[src/rtl/exc_pkg.sv]
package exc_pkg;
    localparam int WORD_W      = 32;
    localparam int SR_W        = 16;
    localparam int VEC_W       = 8;
    localparam int LVL_W       = 3;
    localparam int SR_T_BIT    = 15;
    localparam int SR_S_BIT    = 13;
    localparam int SR_M_BIT    = 12;
    localparam int SR_MASK_LSB = 8;

    typedef enum logic [2:0] {
        ST_IDLE     = 3'd0,
        ST_IACK     = 3'd1,
        ST_PUSH_PC  = 3'd2,
        ST_PUSH_FMT = 3'd3,
        ST_HREAD    = 3'd4,
        ST_FETCH    = 3'd5
    } exc_state_e;

    // status-word frame entry: format tag, skip count, vector, saved status
    function automatic logic [WORD_W-1:0] frame_status_word(
        input logic [1:0]       skip,
        input logic [VEC_W-1:0] vec,
        input logic [SR_W-1:0]  sr
    );
        return {2'b01, skip, 4'b0000, vec, sr};
    endfunction
endpackage

[src/rtl/exc_sr_shaper.sv]
module exc_sr_shaper
    import exc_pkg::*;
(
    input  logic [SR_W-1:0]  sr_cur,
    input  logic             is_irq,
    input  logic [LVL_W-1:0] level,
    output logic [SR_W-1:0]  sr_new
);
    always_comb begin
        sr_new = sr_cur;
        sr_new[SR_S_BIT] = 1'b1;
        sr_new[SR_T_BIT] = 1'b0;
        if (is_irq) begin
            sr_new[SR_M_BIT] = 1'b0;
            sr_new[SR_MASK_LSB +: LVL_W] = level;
        end
    end
endmodule

[src/rtl/exc_fault_vec.sv]
module exc_fault_vec
    import exc_pkg::*;
#(
    parameter int TYPE_W          = 3,
    parameter int FAULT_VEC_FIRST = 2
) (
    input  logic [TYPE_W-1:0] fault_type,
    output logic [VEC_W-1:0]  vec
);
    localparam int NUM_TYPES = 1 << TYPE_W;

    logic [VEC_W-1:0] tbl [NUM_TYPES];

    for (genvar i = 0; i < NUM_TYPES; i++) begin : g_entry
        assign tbl[i] = VEC_W'(FAULT_VEC_FIRST + i);
    end

    assign vec = tbl[fault_type];
endmodule

[src/rtl/exc_frame_calc.sv]
module exc_frame_calc
    import exc_pkg::*;
(
    input  logic [WORD_W-1:0] sp_cur,
    output logic [WORD_W-1:0] pc_slot,
    output logic [WORD_W-1:0] st_slot,
    output logic [1:0]        skip
);
    logic [WORD_W-1:0] sp_aligned;

    assign sp_aligned = {sp_cur[WORD_W-1:2], 2'b00};
    assign pc_slot    = sp_aligned - WORD_W'(4);
    assign st_slot    = sp_aligned - WORD_W'(8);
    assign skip       = sp_cur[1:0];
endmodule

[src/rtl/exc_entry_seq.sv]
module exc_entry_seq
    import exc_pkg::*;
#(
    parameter int          TYPE_W          = 3,
    parameter int          FAULT_VEC_FIRST = 2,
    parameter logic [31:0] IACK_BASE       = 32'hFFFF_FFE0
) (
    input  logic              clk,
    input  logic              rst_n,
    input  logic              req_valid,
    input  logic              req_is_irq,
    input  logic [TYPE_W-1:0] req_type,
    input  logic [2:0]        req_level,
    input  logic [31:0]       req_pc,
    input  logic [15:0]       sr_in,
    input  logic [31:0]       sp_in,
    input  logic [31:0]       vbr_in,
    output logic              busy,
    output logic [15:0]       sr_out,
    output logic              sr_we,
    output logic [31:0]       sp_out,
    output logic              sp_we,
    output logic              bus_req,
    output logic              bus_we,
    output logic              bus_iack,
    output logic [31:0]       bus_addr,
    output logic [31:0]       bus_wdata,
    input  logic              bus_ack,
    input  logic [31:0]       bus_rdata,
    output logic              fetch_go,
    output logic [31:0]       fetch_addr
);
    typedef struct packed {
        exc_state_e        state;
        logic              busy;
        logic [WORD_W-1:0] pc;
        logic [SR_W-1:0]   sr_saved;
        logic [WORD_W-1:0] pc_slot;
        logic [WORD_W-1:0] st_slot;
        logic [1:0]        skip;
        logic [WORD_W-1:0] vbr;
        logic [VEC_W-1:0]  vector;
        logic              bus_req;
        logic              bus_we;
        logic              bus_iack;
        logic [WORD_W-1:0] bus_addr;
        logic [WORD_W-1:0] bus_wdata;
        logic [SR_W-1:0]   sr_out;
        logic              sr_we;
        logic [WORD_W-1:0] sp_out;
        logic              sp_we;
        logic              fetch_go;
        logic [WORD_W-1:0] fetch_addr;
    } seq_regs_t;

    seq_regs_t r_q, r_d;

    logic [SR_W-1:0]   sr_new;
    logic [VEC_W-1:0]  fault_vec;
    logic [WORD_W-1:0] pc_slot_c;
    logic [WORD_W-1:0] st_slot_c;
    logic [1:0]        skip_c;
    logic [WORD_W-1:0] iack_addr;

    exc_sr_shaper u_sr (
        .sr_cur (sr_in),
        .is_irq (req_is_irq),
        .level  (req_level),
        .sr_new (sr_new)
    );

    exc_fault_vec #(
        .TYPE_W          (TYPE_W),
        .FAULT_VEC_FIRST (FAULT_VEC_FIRST)
    ) u_vec (
        .fault_type (req_type),
        .vec        (fault_vec)
    );

    exc_frame_calc u_frame (
        .sp_cur  (sp_in),
        .pc_slot (pc_slot_c),
        .st_slot (st_slot_c),
        .skip    (skip_c)
    );

    assign iack_addr = {IACK_BASE[31:5], req_level, IACK_BASE[1:0]};

    always_comb begin
        r_d          = r_q;
        r_d.sr_we    = 1'b0;
        r_d.sp_we    = 1'b0;
        r_d.fetch_go = 1'b0;
        unique case (r_q.state)
            ST_IDLE: begin
                if (req_valid) begin
                    r_d.busy     = 1'b1;
                    r_d.pc       = req_pc;
                    r_d.sr_saved = sr_in;
                    r_d.pc_slot  = pc_slot_c;
                    r_d.st_slot  = st_slot_c;
                    r_d.skip     = skip_c;
                    r_d.vbr      = vbr_in;
                    r_d.sr_out   = sr_new;
                    r_d.sr_we    = 1'b1;
                    r_d.bus_req  = 1'b1;
                    if (req_is_irq) begin
                        r_d.state     = ST_IACK;
                        r_d.bus_we    = 1'b0;
                        r_d.bus_iack  = 1'b1;
                        r_d.bus_addr  = iack_addr;
                        r_d.bus_wdata = '0;
                    end else begin
                        r_d.state     = ST_PUSH_PC;
                        r_d.vector    = fault_vec;
                        r_d.bus_we    = 1'b1;
                        r_d.bus_iack  = 1'b0;
                        r_d.bus_addr  = pc_slot_c;
                        r_d.bus_wdata = req_pc;
                    end
                end
            end
            ST_IACK: begin
                if (bus_ack) begin
                    r_d.state     = ST_PUSH_PC;
                    r_d.vector    = bus_rdata[VEC_W-1:0];
                    r_d.bus_we    = 1'b1;
                    r_d.bus_iack  = 1'b0;
                    r_d.bus_addr  = r_q.pc_slot;
                    r_d.bus_wdata = r_q.pc;
                end
            end
            ST_PUSH_PC: begin
                if (bus_ack) begin
                    r_d.state     = ST_PUSH_FMT;
                    r_d.bus_addr  = r_q.st_slot;
                    r_d.bus_wdata = frame_status_word(r_q.skip, r_q.vector, r_q.sr_saved);
                end
            end
            ST_PUSH_FMT: begin
                if (bus_ack) begin
                    r_d.state     = ST_HREAD;
                    r_d.bus_we    = 1'b0;
                    r_d.bus_addr  = r_q.vbr + {{(WORD_W-VEC_W-2){1'b0}}, r_q.vector, 2'b00};
                    r_d.bus_wdata = '0;
                    r_d.sp_out    = r_q.st_slot;
                    r_d.sp_we     = 1'b1;
                end
            end
            ST_HREAD: begin
                if (bus_ack) begin
                    r_d.state      = ST_FETCH;
                    r_d.bus_req    = 1'b0;
                    r_d.fetch_go   = 1'b1;
                    r_d.fetch_addr = bus_rdata;
                end
            end
            ST_FETCH: begin
                r_d.state = ST_IDLE;
                r_d.busy  = 1'b0;
            end
            default: begin
                r_d.state   = ST_IDLE;
                r_d.busy    = 1'b0;
                r_d.bus_req = 1'b0;
            end
        endcase
    end

    always_ff @(posedge clk or negedge rst_n) begin
        if (!rst_n) r_q <= '0;
        else        r_q <= r_d;
    end

    assign busy       = r_q.busy;
    assign sr_out     = r_q.sr_out;
    assign sr_we      = r_q.sr_we;
    assign sp_out     = r_q.sp_out;
    assign sp_we      = r_q.sp_we;
    assign bus_req    = r_q.bus_req;
    assign bus_we     = r_q.bus_we;
    assign bus_iack   = r_q.bus_iack;
    assign bus_addr   = r_q.bus_addr;
    assign bus_wdata  = r_q.bus_wdata;
    assign fetch_go   = r_q.fetch_go;
    assign fetch_addr = r_q.fetch_addr;

    assert_fetch_in_busy_R1: assert property (@(posedge clk) disable iff (!rst_n)
        fetch_go |-> busy);

    assert_sr_super_R2: assert property (@(posedge clk) disable iff (!rst_n)
        sr_we |-> (sr_out[SR_S_BIT] && !sr_out[SR_T_BIT]));

    assert_iack_is_read_R5: assert property (@(posedge clk) disable iff (!rst_n)
        (bus_req && bus_iack) |-> !bus_we);

    assert_sp_aligned_R7: assert property (@(posedge clk) disable iff (!rst_n)
        sp_we |-> (sp_out[1:0] == 2'b00));

    assert_fetch_after_read_R8: assert property (@(posedge clk) disable iff (!rst_n)
        fetch_go |-> ($past(bus_ack) && !bus_req));

    assert_bus_hold_R10: assert property (@(posedge clk) disable iff (!rst_n)
        (bus_req && !bus_ack) |=> (bus_req && $stable(bus_addr) && $stable(bus_we)
                                   && $stable(bus_wdata)));

    assert_no_restart_R11: assert property (@(posedge clk) disable iff (!rst_n)
        (busy && $past(busy)) |-> !sr_we);
endmodule

[config.mk]
export PLATFORM = sky130hd
export DESIGN_NAME = exc_entry_seq
export DESIGN_NICKNAME = d
export VERILOG_FILES = /design/src/rtl/exc_pkg.sv /design/src/rtl/exc_sr_shaper.sv /design/src/rtl/exc_fault_vec.sv /design/src/rtl/exc_frame_calc.sv /design/src/rtl/exc_entry_seq.sv
export SDC_FILE = /design/constraint.sdc
export NUM_CORES = 1
export LEC_CHECK = 0
export BUFFER_PORTS_ARGS = -buffer_cell sky130_fd_sc_hd__buf_2
export CAP_MARGIN = 25
export CORE_AREA = 10 10 209 211
export CTS_CLUSTER_SIZE = 30
export DETAILED_ROUTE_END_ITERATION = 7
export DIE_AREA = 0 0 219 221
export GPL_TIMING_DRIVEN = 0
export PLACE_DENSITY = 0.65
export SLEW_MARGIN = 0
export SYNTH_ARGS = -nofsm -noshare
export SYNTH_HDL_FRONTEND = slang
export SYNTH_SLANG_ARGS = --single-unit
[constraint.sdc]
create_clock -name clk -period 4.9 [get_ports clk]
set_input_delay 0.245 -clock clk [delete_from_list [all_inputs] [get_ports clk]]
set_output_delay 0.245 -clock clk [all_outputs]
set_load 0.05 [all_outputs]
# Word-level counts from Yosys, hierarchy flattened
# Memories as Yosys holds them, arrays and structs flattened.
# Cells that the tools add are included.
[totals]
ff_bits = 307
ram_bits = 0
out_inout_bits = 151
n_memories = 1
latch_bits = 0
rom_bits = 64
[classes]
n_eq_ne = 11
n_bitwise = 3
div = 0
shift = 0
addsub = 3
n_mux = 29
n_reduce_logical = 16
n_lt_le_gt_ge = 1
n_mul = 0
[memory_table]
columns = ["memory", "words", "width", "read_ports", "rd_clocked_by_memory_dff", "write_ports", "line", "source"]
rows = [
  ["(name not given)", 8, 8, 1, 0, 0, "exc_fault_vec.sv:18", "assign vec = tbl[fault_type];"],
]
[op_table]
columns = ["operator", "count"]
rows = [
  ["$pmux 64 s4", 1],
  ["$mux 242", 1],
  ["$mux 66", 2],
  ["$mux 64", 2],
  ["$mux 33", 2],
  ["$add 32x10->32", 1],
  ["$mux 8", 4],
  ["$sub 32x3->32 const B", 1],
  ["$sub 32x4->32 const B", 1],
  ["$pmux 8 s2", 1],
  ["$mux 3", 5],
  ["$pmux 3 s5", 1],
  ["$ne 2x2->1 const B", 6],
  ["$reduce_and 5->1", 2],
  ["$reduce_and 2->1", 4],
  ["$reduce_and 4->1", 2],
  ["$reduce_or 4->1", 2],
  ["$eq 3x2->1 const B", 2],
  ["$eq 3x3->1 const B", 2],
  ["$pmux 1 s3", 2],
  ["$reduce_and 3->1", 2],
  ["$mux 1", 5],
  ["$ge 4x4->1 const B", 1],
  ["$not 3->4", 1],
  ["8 further kinds", 10],
]

# Logic depth before layout (Yosys ltp)
[logic_depth]
depth_word = 7
depth_mapped = 11

# Cells and area by module
# Synthesis repeated with hierarchy kept, for this count alone.
[unflattened]
cells_unflattened = 1514
hier_area_um2 = 16087.9
[modules_own_cells]
columns = ["mod", "area_per_inst_um2", "instances", "cells_per_inst"]
rows = [
  ["exc_entry_seq", 14772.9, 1, 1322],
  ["exc_frame_calc", 1117.3, 1, 166],
  ["exc_sr_shaper", 140.1, 1, 18],
  ["exc_fault_vec", 57.6, 1, 8],
]

# Worst setup path before layout
# OpenSTA, ideal clock, no wires.
[synth_timing]
kind = "reg2reg"
start = "register r_q[150] in the netlist's numbering"
end = "register r_q (netlist bit bus_addr[26])"
path_slack_ns = 2.434
t_arrival_ns = 2.340
setup_time_ns = 0.126
path_buffers = 1
stages_incl_launch_ff = 10
cell_sequence = "dfrtp_1 -> ha_1 -> fa_1 -> a21o_1 -> a221oi_2 -> a311o_1 -> buf_6 -> or4_1 -> a21oi_1 -> o32a_1"
[synth_via]
elab_chain_len = 3
[synth_lines]
columns = ["item", "line", "source"]
rows = [
  ["start, declared", "exc_entry_seq.sv:56", "seq_regs_t r_q, r_d;"],
  ["start signal, assigned", "exc_entry_seq.sv:172", "else r_q <= r_d;"],
  ["$add 32x10->32", "exc_entry_seq.sv:144", "r_d.bus_addr = r_q.vbr + {{(WORD_W-VEC_W-2){1'b0}}, r_q.vector, 2'b00};"],
  ["$mux 64", "exc_entry_seq.sv:141", "if (bus_ack) begin"],
  ["$pmux 64 s4", "exc_entry_seq.sv:94", "unique case (r_q.state)"],
]
# Every way passes these cells. The select of a mux whose other input is x is not followed.
# A chain may end at the register's enable or synchronous reset.

# Worst setup path in the final report
[layout_timing]
start = "register r_q[307] in the netlist's numbering"
end = "register r_q (netlist bit bus_wdata[29])"
[layout_via]
elab_chain_len = 3
elab_cells_between_ends = 11
[layout_lines]
columns = ["item", "line"]
rows = [
  ["$eq 3x2->1, or another cell as far along", "exc_entry_seq.sv:94"],
  ["$reduce_bool 4->1 (no source line) / $ne 2x2->1 (equally long branches)", "n/a"],
  ["$reduce_and 5->1 (no source line)", "n/a"],
]
# Several ways; a longest one is shown, not always the timed one.

==> summary.md <==
| Metric | Value |
|---|---|
| Power Internal | 7.62 mW |
| Die Width | 219 um |
| Register area share after synthesis | 49.1% |
| Setup violations, final | 0 |
| Top_reg_cell synth | dfrtp_1 |
| HPWL Detailed | 40.1 mm |
| Overall Power | 14.2 mW |
| Number of global-route vias before repair | 13600 |
| CP max stage delay | 0.74 ns |
| Critical Path Source Type | flip-flop |
| Core ar. | 39500 um^2 |
| Adder-cell area share of the yosys netlist | 1.15% |
| Ys async rst share | 100% |
| Syn Area/Cell | 9.42 um^2 |
| PnR worst setup slack | 1.72 ns |
| CP arrival | 3.62 ns |
| Post-synthesis compound-gate area fraction | 13.0% |
| Min-delay src | req_level[2] |
| Clk buf depth | 3 |
| Reg2reg end | bus_wdata[29] |
| GPL Wtd Cong | 0.922 |
| Largest family of logic cells by synthesized area | simple AND/OR/NAND/NOR gates |
| Crit path time final | 3.18 ns |
| Remaining DRCs | 0 |
| TNS Setup | 0 ns |
| Switching pwr | 6.55 mW |
| Max FO, Critical Path | 10 |
| PortBufs | 294 |
| Crit. End Element | flip-flop |
| Total track usage | 21.3% |
| Post-synth cell types | 70 |
| TritonCTS Buffers | 35 |
| Pre-antenna DRT Iters | 8 |
| Unrepaired setup endpoints after global routing | false |
| Share of power burned in the clock network | 19.5% |
| Placed Cells | 2399 |
| First-pass GRT wire length | 80.8 mm |
| CTS Root Cell | clkbuf_16 |
| Final Cell Area | 19500 um^2 |
| I/O pin count | 306 |
| Grt ovf | 0 |
| Clock Skew | 0.0116 ns |
| WL final | 53.4 mm |
| WS Path Type | flip-flop to flip-flop |
| Hold Vio Cnt, Final | 0 |
| Worst Path Buf+Inv | 3 |
| Worst Hold End | sr_out[10] |
| Vias | 13500 |
| Combinational share of power | 49.6% |
| Post-Syn Area | 14800 um^2 |
| Switch share | 46.2% |
| Final layout net count | 2197 |
| CP delay by family, top | buffers and inverters |
| Crit path required time | 5.34 ns |
| Outcome | completed |
| Post-synth EDFFs | 0 |
| Most frequent CP cell | clkbuf_1 |
| DP Area | 17000 um^2 |
| Synthesis-to-layout area growth | 31.1% |
| Clk pin slew, worst setup/hold paths | 0.06 ns |
| Total Die Area | 48400 um^2 |
| Initial antenna violation count | 5 |
| CTS Sinks | 291 |
| Detailed Route Iter0 Violations | 1453 |
| Worst R2R Setup Slack | 1.72 ns |
| RR Startpoint | r_q[307] |
| Largest net degree at the start of global routing | 120 |
| Peak VDD IR | 0.000414 V |
| Post-Syn Instances | 1576 |
| Post-CTS Resized | 0 |
| Row cnt | 73 |
| Hold Crit Depth | 3 |
| Sequential share of power | 30.9% |
| Mux share of post-synthesis cell area | 4.97% |
| Clock latency on the worst-skew pair | 0.52 ns |
| Post-synthesis xor/xnor area fraction | 4.54% |
| Finished Core Util | 49.3% |
| Slew headroom | 40.6% |
| Dpl ws | 1.83 ns |
| Fmax | 315 MHz |
| CTS tree | yes |
| Non-Filler Instances | 2584 |
| MaxCap Viol Count | 0 |
| Post-Synth Simple-Gate Area | 17.0% |
| PD cells | 728 nW/um^2 |
| Period utilisation layout | 64.9% |
| Leakage | 9.27 nW |
| Final hold slack | 0.0431 ns |
| Min-delay worst type | primary input to flip-flop |
| CP Cell Sequence | clkbuf_1 > nor3_1 > clkbuf_1 > clkbuf_1 > a222oi_1 > o21ai_0 |
| Synth Register Bits | 291 |
| Initial Utilization | 37.6% |
| Tightest Pin Transition | 0.892 ns |
| WL/cell | 20.7 um |
| Vias per cell | 5.21 |
| Clock H-tree levels | 2 |
| FF-to-FF path depth | 6 |
| Pins Over Slew Limit | 0 |
| Die Span Y | 221 um |
| Yosys Warn Count | 0 |
| CP max-delay cell | nor3_1 |
| Share of cells above drive strength 1 | 29.2% |
| Remaining antenna violation count | 0 |
## kinds of logic after synthesis
family                   after synthesis
adder cells (fa/ha/maj)               13
flip-flops                           291
other                                  1
XOR/XNOR                              77
buffers and inverters                252
multiplexers                          66
AND/OR/NAND/NOR                      587
AO/OA/AOI/OAI                        289
## metal layers
metal / up-vias / part of all wire (%) / GRT usage (%)
met3: 98 / 8.1 / 4.11
li1: 6182 / - / -
met5: - / 0.024 / 0
met4: 2 / 3.2 / 7.47
met2: 576 / 48 / 35.1
met1: 6599 / 41 / 27.3
## synthesized netlist by cell type (all sizes together), types with 10 or more instances
library cell  number  area (um^2)
a21oi             43          215
a221oi            15          138
nor3              20          120
nand4             13         81.3
buf              173         1220
xor2              30          263
nand2            407         1530
o21ai            111          559
mux2              62          698
nor2              84          315
clkbuf            62          233
o211ai            10         75.1
xnor2             47          412
nor4              11          115
inv               16         60.1
ha                12          150
a222oi            28          280
a22oi             10         75.1
a31oi             10         62.6
dfrtp            291         7280
nand3             15         75.1
## final cells by class
class / instances / area [um^2]
buffer: 235 / 1460
sequential: 291 / 7280
tap: 525 / 657
fill: 3724 / 20000
inverter: 17 / 63.8
multi-input combinational: 1035 / 6050
clock inverter: 11 / 158
clock buffer: 50 / 1060
timing repair buffer: 414 / 2710
antenna: 6 / 15.0
## power groups by stage
stage / clock network (mW) / registers [mW] / logic (mW)
after floorplan: 0 / 4.11 / 5.18
after global placement: 0 / 4.36 / 6.81
after detailed placement: 0 / 4.39 / 6.91
after CTS: 2.80 / 4.36 / 7.02
after global routing: 2.89 / 4.50 / 7.54
final: 2.76 / 4.38 / 7.03
## worst max path at each step
stage / start / to / slack, ns / depth (start not counted)
final: r_q[307] / bus_wdata[29] / 1.72 / 6
after global routing: r_q[307] / r_q[150] / 1.54 / 7
after CTS: r_q[307] / bus_wdata[29] / 1.82 / 6
after detailed placement: r_q[307] / bus_wdata[29] / 1.83 / 6
after global placement: rst_n / fetch_addr[23] / -2.00 / 1
after floorplan: r_q[150] / bus_addr[26] / 2.43 / 9
## worst min-delay path, stage by stage
cell     delay, ns
buf_2         0.10
nand2_1       0.09
a31oi_1       0.09
## cells in the final DEF (no fill, tap or decap), types with 12 or more instances in the layout
cell	count
a21oi_1	43
a221oi_1	14
a222oi_1	28
buf_2	314
buf_4	144
clkbuf_1	66
clkbuf_16	37
dfrtp_1	291
dlygate4sd3_1	117
ha_1	12
inv_1	15
mux2_2	62
nand2_1	406
nand3_1	15
nand4_1	13
nor2_1	84
nor3_1	16
o21ai_0	88
o21ai_1	22
xnor2_1	47
xor2_1	30
## what timing repair did
item,in CTS,in global routing
hold buffers,117,0
setup buffers,0,0
endpoints found under the hold margin,186,0
setup endpoints to repair,0,0
## flip-flops by register name, indices dropped and copies added, names as in the netlist
| name | cells |
|---|---|
| r_q | 153 |
| bus_addr | 32 |
| bus_iack | 1 |
| fetch_go | 1 |
| sr_out | 5 |
| fetch_addr | 32 |
| bus_we | 1 |
| bus_req | 1 |
| sp_we | 1 |
| sr_we | 1 |
| busy | 1 |
| bus_wdata | 32 |
| sp_out | 30 |
Power figures use the tool's default switching activity.
